--- config.mk ---
export PLATFORM = sky130hd
export DESIGN_NAME = mdio_cmd_master
export DESIGN_NICKNAME = d
export VERILOG_FILES = /design/src/rtl/mdio_pkg.sv /design/src/rtl/mdc_clkgen.sv /design/src/rtl/mdio_shifter.sv /design/src/rtl/mdio_cmd_master.sv
export SDC_FILE = /design/constraint.sdc
export NUM_CORES = 1
export LEC_CHECK = 0
export ABC_CLOCK_PERIOD_IN_PS = 2080
export BUFFER_PORTS_ARGS = -buffer_cell sky130_fd_sc_hd__buf_2
export CORE_MARGIN = 1
export CORE_UTILIZATION = 35
export CTS_BUF_LIST = sky130_fd_sc_hd__clkbuf_4 sky130_fd_sc_hd__clkbuf_8 sky130_fd_sc_hd__clkbuf_16
export DETAILED_ROUTE_END_ITERATION = 10
export PLACE_DENSITY_LB_ADDON = 0.2
export SLEW_MARGIN = 20
export SYNTH_ARGS = -nofsm -noshare
export SYNTH_HDL_FRONTEND = slang
export SYNTH_SLANG_ARGS = --single-unit
--- constraint.sdc ---
create_clock -name clk -period 2.08 [get_ports clk]
set_input_delay 0 -clock clk [delete_from_list [all_inputs] [get_ports clk]]
set_output_delay 0 -clock clk [all_outputs]
set_load 0.1 [all_outputs]
--- src/rtl/mdio_pkg.sv ---
package mdio_pkg;
    localparam int WORD_W     = 32;
    localparam int FRAME_BITS = 64;
    localparam int TA_START   = 46;
    localparam int DATA_START = 48;

    typedef struct packed {
        logic        busy;
        logic        en;
        logic [1:0]  spare_hi;
        logic        rd;
        logic        spare_lo;
        logic [4:0]  phy;
        logic [4:0]  regad;
        logic [15:0] data;
    } cmd_t;

    function automatic logic [FRAME_BITS-1:0] build_frame(cmd_t c);
        logic [1:0] op;
        op = c.rd ? 2'b10 : 2'b01;
        return {32'hFFFF_FFFF, 2'b01, op, c.phy, c.regad, 2'b10, c.data};
    endfunction
endpackage

--- src/rtl/mdc_clkgen.sv ---
module mdc_clkgen #(
    parameter int HALF_DIV = 16
) (
    input  logic clk,
    input  logic rst,
    input  logic run,
    output logic mdc,
    output logic rise_tick,
    output logic fall_tick
);
    localparam int CW = (HALF_DIV > 1) ? $clog2(HALF_DIV) : 1;
    localparam logic [CW-1:0] LAST = CW'(HALF_DIV - 1);

    logic [CW-1:0] cnt;
    logic          wrap;

    assign wrap      = run && (cnt == LAST);
    assign rise_tick = wrap && !mdc;
    assign fall_tick = wrap && mdc;

    always_ff @(posedge clk) begin
        if (rst || !run) begin
            cnt <= '0;
            mdc <= 1'b0;
        end else if (wrap) begin
            cnt <= '0;
            mdc <= !mdc;
        end else begin
            cnt <= cnt + 1'b1;
        end
    end
endmodule

--- src/rtl/mdio_shifter.sv ---
module mdio_shifter
    import mdio_pkg::*;
(
    input  logic        clk,
    input  logic        rst,
    input  logic        start,
    input  cmd_t        cmd,
    input  logic        rise_tick,
    input  logic        fall_tick,
    input  logic        mdio_i,
    output logic        mdio_o,
    output logic        mdio_oe,
    output logic        done,
    output logic [15:0] rd_data
);
    localparam int IDX_W = $clog2(FRAME_BITS);
    localparam logic [IDX_W-1:0] LAST_IDX = IDX_W'(FRAME_BITS - 1);

    logic [FRAME_BITS-1:0] sh;
    logic [IDX_W-1:0]      idx;
    logic [IDX_W-1:0]      nxt;
    logic                  is_rd;

    assign nxt    = idx + 1'b1;
    assign done   = fall_tick && (idx == LAST_IDX);
    assign mdio_o = sh[FRAME_BITS-1];

    always_ff @(posedge clk) begin
        if (rst) begin
            sh      <= '0;
            idx     <= '0;
            is_rd   <= 1'b0;
            mdio_oe <= 1'b0;
            rd_data <= '0;
        end else if (start) begin
            sh      <= build_frame(cmd);
            idx     <= '0;
            is_rd   <= cmd.rd;
            mdio_oe <= 1'b1;
        end else begin
            if (rise_tick && is_rd && (int'(idx) >= DATA_START))
                rd_data <= {rd_data[14:0], mdio_i};
            if (fall_tick) begin
                sh  <= sh << 1;
                idx <= nxt;
                if (idx == LAST_IDX)
                    mdio_oe <= 1'b0;
                else if (is_rd && (int'(nxt) >= TA_START))
                    mdio_oe <= 1'b0;
            end
        end
    end
endmodule

--- src/rtl/mdio_cmd_master.sv ---
module mdio_cmd_master
    import mdio_pkg::*;
#(
    parameter int HALF_DIV = 16
) (
    input  logic        clk,
    input  logic        rst,
    input  logic        reg_wr,
    input  logic [31:0] reg_wdata,
    output logic [31:0] reg_rdata,
    output logic        mdc,
    output logic        mdio_o,
    output logic        mdio_oe,
    input  logic        mdio_i
);
    cmd_t        ctrl;
    cmd_t        wcmd;
    logic        accept;
    logic        start;
    logic        rise_tick;
    logic        fall_tick;
    logic        done;
    logic [15:0] rd_data;

    assign wcmd      = cmd_t'(reg_wdata);
    assign accept    = reg_wr && !ctrl.busy;
    assign start     = accept && wcmd.busy && wcmd.en;
    assign reg_rdata = ctrl;

    always_ff @(posedge clk) begin
        if (rst) begin
            ctrl <= '0;
        end else if (accept) begin
            ctrl      <= wcmd;
            ctrl.busy <= start;
        end else if (done) begin
            ctrl.busy <= 1'b0;
            if (ctrl.rd)
                ctrl.data <= rd_data;
        end
    end

    mdc_clkgen #(.HALF_DIV(HALF_DIV)) u_clk (
        .clk       (clk),
        .rst       (rst),
        .run       (ctrl.busy),
        .mdc       (mdc),
        .rise_tick (rise_tick),
        .fall_tick (fall_tick)
    );

    mdio_shifter u_shift (
        .clk       (clk),
        .rst       (rst),
        .start     (start),
        .cmd       (wcmd),
        .rise_tick (rise_tick),
        .fall_tick (fall_tick),
        .mdio_i    (mdio_i),
        .mdio_o    (mdio_o),
        .mdio_oe   (mdio_oe),
        .done      (done),
        .rd_data   (rd_data)
    );
endmodule

## Word level (Yosys, flattened, before mapping)

Index checks and enable logic that the tools add are counted.

| storage, ports and cells | value |
|---|---|
| bits of input ports | 36 |
| word-level logic and storage cells | 57 |
| register bits after elaboration | 125 |
| output and inout bits | 35 |

| cells by class | value |
|---|---|
| multiplexer cells | 12 |
| order comparisons | 2 |
| reduce and logical (&&, ||, !) cells | 22 |
| bitwise operators | 1 |
| equal/unequal tests | 2 |
| add/subtract/negate cells | 2 |

Operators by type and width:

| kind | number |
|---|---|
| 2-to-1 mux 64 bit | 2 |
| 2-to-1 mux 16 bit | 3 |
| greater-or-equal comparator 6 bit, second input constant | 2 |
| logical AND 1 bit | 10 |
| adder 6 x 1 -> 6 bit, second input constant | 1 |
| equality test 6 bit, second input constant | 1 |
| 2-to-1 mux 1 bit | 6 |
| AND reduction 2 bit | 3 |
| nonzero test 2 bit | 3 |
| adder 4 x 1 -> 4 bit, second input constant | 1 |
| equality test 4 bit, second input constant | 1 |
| OR reduction 2 bit | 2 |
| nonzero test 3 bit | 1 |
| zero test 1 bit | 2 |
| 2-to-1 mux 2 bit | 1 |
| logical OR 1 bit | 1 |
| NOT 1 bit | 1 |

## Longest topological paths before layout

Gate-level depths: netlist (run 1).

| depth | value |
|---|---|
| word-level depth | 7 |
| depth in mapped cells | 7 |
| gate-level depth less buffers | 6 |

## Hierarchy

From an unflattened synthesis (run 1), not the netlist that was laid out.

| second synthesis, totals | value |
|---|---|
| cell total of the unflattened synthesis | 617 |
| area total of the unflattened synthesis | 5256.3 um^2 |

Modules (own cells, without submodules):

| module | instances | area an instance (um^2) | seq. area each (um^2) | cells each |
|---|---|---|---|---|
| mdio_shifter | 1 | 3668.5 | 1761.7 | 431 |
| mdio_cmd_master | 1 | 1375.1 | 640.6 | 165 |
| mdc_clkgen | 1 | 212.7 | 100.1 | 21 |

## Worst setup path after synthesis (run 1)

OpenSTA, ideal clock, no wires.

| timing path | value |
|---|---|
| path kind | register to register |
| start point | reg u_clk.mdc |
| end point | reg ctrl, in the netlist reg_rdata[10] |
| arrival | 2.354 ns |
| period minus slack after synthesis | 2.425 ns |
| library setup time | 0.071 ns |
| path buffers | 2 |
| required time | 2.009 ns |
| path slack | -0.345 ns |
| cell stages (with the launch flop) | 7 |
| path through | dfxtp_1 > inv_2 > or4_4 > buf_6 > buf_6 > a22o_1 > a21oi_2 |

| between the ends | value |
|---|---|
| word-level cells in the longest chain between the ends | 4 |

RTL lines:

| what | RTL line | text |
|---|---|---|
| start: declaration | mdc_clkgen.sv:7 | `output logic mdc,` |
| start signal: assignment | mdc_clkgen.sv:27 | `mdc <= !mdc;` |
| logical AND 1 bit | mdc_clkgen.sv:19 | `assign fall_tick = wrap && mdc;` |
| logical AND 1 bit | mdio_shifter.sv:25 | `assign done = fall_tick && (idx == LAST_IDX);` |
| nonzero test 2 bit (no line) | - |  |
| AND reduction 2 bit (no line) | - |  |
| end signal: assignment | mdio_cmd_master.sv:34 | `ctrl <= wcmd;` |
| end: declaration | mdio_cmd_master.sv:16 | `cmd_t ctrl;` |

No other way between the ends.
A chain may end at the register's enable or synchronous reset.

## Worst setup path in the final report (run 1)

| timing path | value |
|---|---|
| start point | reg u_clk.cnt[0] |
| end point | reg ctrl, in the netlist reg_rdata[15] |

| between the ends | value |
|---|---|
| word-level cells in the longest chain between the ends | 6 |

RTL lines:

| what | RTL line | text |
|---|---|---|
| start: declaration | mdc_clkgen.sv:14 | `logic [CW-1:0] cnt;` |
| start signal: assignment | mdc_clkgen.sv:29 | `cnt <= cnt + 1'b1;` |
| equality test 4 bit | mdc_clkgen.sv:17 | `assign wrap = run && (cnt == LAST);` |
| logical AND 1 bit | mdc_clkgen.sv:17 |  |
| logical AND 1 bit | mdc_clkgen.sv:19 |  |
| logical AND 1 bit | mdio_shifter.sv:25 |  |
| nonzero test 2 bit (no line) | - |  |
| AND reduction 2 bit (no line) | - |  |

No other way between the ends.

==> results.md, run 1 <==
* Synthesized Nets at ~660
* Ratio of cells with drive above 1 in the final layout at between 15 and 20%
* Commonest non-fill, non-tap cell in the layout: dfxtp_1
* DIE AREA at between 15000 and 20000 µm²
* Drt total wl at 12700 µm
* Critical-path top delay cell: or4_4
* Multiplexer share of the synthesized area at around 3.2%
* Slew Limit Fails at 0
* CP Cell Sequence: ha_1 > nand4_4 > or4_4 > a22o_1 > a21oi_1
* Combinational power share at a little over a tenth
* Mapped cell area at approximately 5000 µm²
* Area delta synth->final at 28.5%
* First-pass GRT wire length at 20700 µm
* Worst Max-Slew Pin Slew at about 700 ps
* Global placer's final weighted congestion at 0.776
* Layout Nets at approximately 740
* Worst-case clock buffer depth at 2
* Final Hold Viols at 0
* Synth Area in XOR/XNOR at less than 1%
* Port bufs at 70
* RSZ-0062 raised after global routing: false
* TritonCTS buffer count at 17
* Die width at around 120 µm
* Max-Cap Viols at 0
* Site row count at 43
* Total Power at 6070 µW
* Synth warn at 0
* Rel. slew slack at 53.3%
* Gates resized, CTS repair at 0
* Avg Cell Area, Syn at between 8 and 9 µm²
* FMAX at ~0.51 GHz
* Post-detail-place hpwl at roughly 8000 µm
* Setup Buffers After CTS at 0
* First-pass iteration count of the detailed router at 5
* Crit path kind: reg -> reg
* Post-synth EDFFs at 0
* Max incr delay on CP at between 700 and 800 ps
* Routed vias at roughly 4600
* CP arrival at 2270 ps
* Status: finished clean
* Fraction of the mapped netlist area in simple logic gates at a little over a quarter
* Routed wire per std cell at roughly 14 µm
* Root Buffer: clkbuf_16
* Req. time, crit path at 2410 ps
* Clock latency at the later pin of the worst-skew pair at between 400 and 500 ps
* Switching Share at approximately 26%
* Clk network pwr share at between 40% and 50%
* Worst hold slack at slightly above 70 ps
* Core Region at between 10000 and 15000 µm²
* Most frequent cells in the layout: dfxtp_1, nand2_1, nor2_1
* # diodes at 0
* Final setup vio count at 0
* CTS tree: yes
* Yosys cell types at 39
* Via density at about 5.1
* Sequential power share at 41.7%
* Period utilisation layout at between 90 and 100%
* Main combinational cell family by area after synthesis: simple AND/OR/NAND/NOR gates
* Crit path time final at around 1900 ps
* Vias in the first global route at approximately 4300
* Clk sinks at 125
* Antenna-violating nets left at 0
* IO Pins at 71
* Die height at between 100 and 150 µm
* Clock slew at reported path FFs at ~50 ps
* Ys async rst share at 0%
* Worst clock skew at around 5.8 ps
* Adder-Cell Fraction of Synth Area at less than 1%
* Worst setup SP type: flip-flop
* Grt total ovfl at 0
* Pwr dens at between 900 and 1000 nW/µm²
* Post-synth top flop: dfxtp_1
* Sw Pwr at around 1600 µW
* Gate Count Post-Synth at 617
* # H-tree levels at 4
* Worst hold path type: in -> reg
* Initial Util at a little over a third
* DRC violations left at 0
* Crit path capture type: flip-flop
* Tot GR Track Use at 17.6%
* Final TNS setup at 0 ps
* Starting DRT DRC Count at roughly 410
* Sequential share of the synthesized area at between 40% and 50%
* P_leak at 0.00272 µW
* Max FO, Critical Path at 32
* Compound-cell area share of the yosys netlist at 15.0%
* Internal power at approximately 4500 µW
* Yosys reg bits at about 130
* Peak supply drop at about 0.67 mV
* Synth area leader: dfxtp_1
* Largest net degree at the start of global routing at between 60 and 70
* Initial antenna violation count at 0
* Synth area leaders: dfxtp_1, nand2_1, nor3_1
* Share of the synthesized area in the top cell type at ~50%
==> path summary, 6_finish.rpt <==
| kind | from | endpoint | slack, ps | depth (start not counted) |
|---|---|---|---|---|
| max reg2reg | u_clk.cnt[0] | reg_rdata[15] | 140 | 5 |
| min reg2reg | u_clk.cnt[0] | u_clk.cnt[0] | 450 | 1 |
| max | u_clk.cnt[0] | reg_rdata[15] | 140 | 5 |
| min | reg_wdata[31] | reg_rdata[31] | 70 | 3 |
==> flip-flops by register name (all words and copies together), names as in the netlist <==
| register | flops |
|---|---|
| reg_rdata | 32 |
| u_clk.cnt | 4 |
| u_clk.mdc | 1 |
| u_shift.idx | 6 |
| u_shift.is_rd | 1 |
| u_shift.mdio_oe | 1 |
| u_shift.rd_data | 16 |
| u_shift.sh | 64 |
==> cells in the mapped netlist, drive strengths merged (2+ instances only) <==
master  number
nand4        2
nand3       23
a22o        16
nand2      118
inv          3
buf         10
a211oi       2
a21oi       56
clkbuf      43
nor3        70
a22oi       11
or2b         2
dfxtp      125
nor2        72
xnor2        2
or3          2
and3         2
nand2b       4
o21ai        3
a31oi        6
nand3b       2
mux2i       16
a311oi      15
ha           3
==> power by group through the flow <==
stage	Clock, µW	Combinational (µW)	Sequential, µW
after floorplan	0	225	2800
after global placement	0	585	2580
after detailed placement	0	593	2580
after CTS	2960	642	2530
after global routing	3070	689	2540
final	2890	643	2530
==> layout make-up <==
| type | count | area (µm²) |
|---|---|---|
| clock inverter | 8 | 80.1 |
| clock buffer | 24 | 515 |
| tap | 180 | 225 |
| multi-input combinational | 436 | 2350 |
| inverter | 3 | 11.3 |
| timing repair buffer | 119 | 841 |
| sequential | 125 | 2500 |
| fill | 1352 | 7510 |
==> metal layers <==
metal / track usage, % / share of wire (%)
met2: 25.8 / 43
met4: 6.10 / 1.0
met1: 24.9 / 51
met3: 4.37 / 4.8
met5: 0 / 0
==> kinds of logic after synthesis <==
family                   after synthesis
AND/OR/NAND/NOR                      304
flip-flops                           125
AO/OA/AOI/OAI                        110
buffers and inverters                 56
multiplexers                          16
XOR/XNOR                               3
adder cells (fa/ha/maj)                3
==> worst max-delay path, delay by kind of cell, from the launching register on <==
kind,cells,cell delay [ps]
fa+ha+maj,1,260
simple gates,2,830
flops,1,350
compound gates,2,430
==> metrics by stage <==
stage | instances | utilization, % | instance area, µm² | worst slack [ps]
after floorplan | 617 | - | 5080 | 26.0
after global placement | 830 | 39.9 | 5610 | 179
after detailed placement | 830 | 39.9 | 5610 | 125
after CTS | 895 | 46.5 | 6530 | 109
after global routing | 895 | 46.5 | 6530 | 39.5
final | 895 | 46.5 | 6530 | 137
==> what timing repair did <==
item                       4_1_cts  5_1_grt
hold buffers                    33        0
setup endpoints to repair        0        1
hold endpoints to repair        54        0
(Power assumes the default switching activity.)
==> inputs of run 2 (changes only) <==
SYNTH_HIERARCHICAL = 1   (was default)
==> run 2 against run 1 <==
  * Combinational power increased by 21%
  * Critical path depth increased by 5
  * Clock skew about the same
  * Sequential share of layout area decreased by 1.1 points
  * Die area increased by 3.4%
  * Register-to-register slack got worse by 20 ps
  * Worst setup slack got worse by 22 ps
  * Synthesized area increased by 3.4%
  * Critical endpoint is now reg_rdata[0]
  * Largest cell class unchanged
  * Highest routed layer unchanged
==> results.md, run 2 <==
* Sequential power share at approximately two fifths
* DIE AREA at ~16000 µm²
* # H-tree levels at 4
* Root Buffer: clkbuf_16
* Combinational power share at 12.7%
* Synth area leader: dfxtp_1
* P_leak at around 0.0026 µW
* Yosys reg bits at between 100 and 150
* Peak supply drop at around 0.60 mV
* Final Hold Viols at 0
* Placed inst area at between 5000 and 6000 µm²
* Fraction of the mapped netlist area in simple logic gates at between 20% and 30%
* Switching Share at a little over a quarter
* Worst setup SP type: flip-flop
* Req. time, crit path at ~2400 ps
* Site row count at between 40 and 50
* Vias in the first global route at about 4200
* Die height at 125 µm
* Gate Count Post-Synth at roughly 620
* Final TNS setup at 0 ps
* Final setup vio count at 0
* Count leader, synth: dfxtp_1
* Worst-case clock buffer depth at 2
* Avg Cell Area, Syn at 8.52 µm²
* Rel. slew slack at between 60% and 70%
* Via density at 4.95
* Clock latency at the later pin of the worst-skew pair at just over 400 ps
* Clock slew at reported path FFs at roughly 50 ps
* Period utilisation layout at a little over nine tenths
* Most frequent cells in the layout: dfxtp_1, nor2_1, nand2_1
* Max FO, Critical Path at 16
* Post-synth top flop: dfxtp_1
* Max-Cap Viols at 0
* Layout Nets at ~750
* Ys async rst share at 0%
* CTS tree: yes
* Starting DRT DRC Count at ~240
* Synthesized Nets at 656
* Synth warn at 6
* Setup ws final at about 110 ps
* Synth Area in XOR/XNOR at less than 1%
* First-pass GRT wire length at slightly below 20000 µm
* Final core occ at 46.2%
* FMAX at 0.509 GHz
* Core Region at about 15000 µm²
* Compound-cell area share of the yosys netlist at between 10% and 20%
* CP arrival at 2240 ps
* Main combinational cell family by area after synthesis: simple AND/OR/NAND/NOR gates
* Clk sinks at between 100 and 150
* Crit path kind: reg -> reg
* Die width at 125 µm
* Antenna-violating nets left at 0
* Mapped cell area at 5260 µm²
* First-pass iteration count of the detailed router at 5
* Share of the synthesized area in the top cell type at between 40% and 50%
* Commonest cells post-synth: dfxtp_1, nor2_1, nand2_1, a21oi_1, a211oi_1
* Post-detail-place hpwl at 7330 µm
* IO Pins at 71
* R2R cell count at 10
* Slew Limit Fails at 0
* TritonCTS buffer count at 17
* Total Power at about 6100 µW
* RSZ-0062 raised after global routing: false
* Crit path capture type: flip-flop
* Port bufs at 70
* Area delta synth->final at 28.3%
* Clk network pwr share at around 46%
* Yosys cell types at between 40 and 50
* Sequential share of the synthesized area at 47.6%
* Adder-Cell Fraction of Synth Area at less than 1%
* Internal power at ~4500 µW
* Post-synth EDFFs at 0
* Tot GR Track Use at about 16%
* Ratio of cells with drive above 1 in the final layout at around a fifth
* Initial antenna violation count at 0
* Multiplexer share of the synthesized area at about 5.3%
* # diodes at 0
* Routed vias at 4472
* Commonest non-fill, non-tap cell in the layout: dfxtp_1
* Status: finished clean
* Fillers at between 1000 and 1500
* Initial Util at 36.0%
* Design Area, Final at just under 7000 µm²
* Routed wire per std cell at approximately 13 µm
* DRC violations left at 0
* Crit path time final at 1970 ps
* Global placer's final weighted congestion at ~0.76
* Largest net degree at the start of global routing at approximately 110
* Largest register FFs at 64
* Hold path depth at 2
* Worst clock skew at between 6 and 7 ps
* Grt total ovfl at 0
* Worst hold path type: in -> reg
* Register name with the most flops: u_shift/sh
* Sw Pwr at roughly 1700 µW
* Worst Max-Slew Pin Slew at a little over 500 ps
* Pwr dens at roughly 910 nW/µm²
* Synth area leaders: dfxtp_1, nor2_1, nand2_1
* Post-Place Worst Slack at approximately 51 ps
* Drt total wl at approximately 12000 µm
## run 2: cell count changes in the layout (fill, tap and decap cells not counted), moves of 14 or more
cell / before / now
nand2_1: 117 / 97
nor2_1: 71 / 99
nor2b_1: 0 / 35
nand3_1: 23 / 2
a22o_1: 16 / 0
a21oi_1: 42 / 64
a21oi_2: 14 / 0
nor3_1: 70 / 17
a211oi_1: 2 / 38
## run 2: cells by family (layout without fill, tap and decap cells)
kind of cell | count (synthesis) | in the layout
buffers and inverters | 55 | 158
xor gates and xnor gates | 6 | 6
and+or+nand+nor | 274 | 274
DFF | 125 | 125
muxes | 28 | 28
AOI/OAI and AO/OA | 126 | 126
adders and majority gates | 3 | 3
## run 2: worst paths after layout
path	slack, ps	endpoint	from
min reg2reg	450	reg_rdata[20]	reg_rdata[20]
min	30	u_shift/sh[3]	rst
max reg2reg	110	reg_rdata[0]	u_clk/cnt[0]
max	110	reg_rdata[0]	u_clk/cnt[0]
## run 2: final cells by class
cell class	instances	area (µm²)	share of cell area (%)
repair buffers	122	913	13.5
inverters	4	15.0	0.223
well taps	184	230	3.41
clock inverters	9	56.3	0.835
clock buffers	23	524	7.77
multi-input cells	437	2490	37.0
flip-flops and latches	125	2510	37.2
## run 2: power groups by stage
stage / Sequential (µW) / Clock (µW) / Combinational [µW]
after detailed placement: 2590 / 0 / 735
after global routing: 2550 / 2990 / 834
after global placement: 2590 / 0 / 723
final: 2540 / 2820 / 781
after floorplan: 2900 / 0 / 275
after CTS: 2540 / 2880 / 786
## run 2: repair_timing
action | 4_1_cts | 5_1_grt
gates resized for setup | 0 | 2
endpoints found under the setup margin | 0 | 18
buffers inserted | 0 | 2
endpoints found under the hold margin | 62 | 0
hold buffers | 33 | 0
## run 2: per-layer routing
metal  global-route usage, %  part of all wire, %
met1                    19.0                   48
met2                    26.5                   48
met3                    4.60                  3.2
met5                       0                    0
met4                    4.89                 0.85
## run 2: stage by stage
step | instances | hold slack, ps
2_1_floorplan | 617 | 72.1
3_3_place_gp | 836 | 240
3_5_place_dp | 836 | 254
4_1_cts | 901 | 26.5
5_1_grt | 904 | 55.7
6_report | 904 | 28.2
## run 2: worst max-delay path: stages, from the launching register on
cell and delay, ps:
dfxtp_2 370, ha_4 150, and3_4 170, and3_4 200, nand3_1 70, or2_4 240, inv_1 70, and2_4 160
or2_1 140, buf_12 160, a311oi_1 100
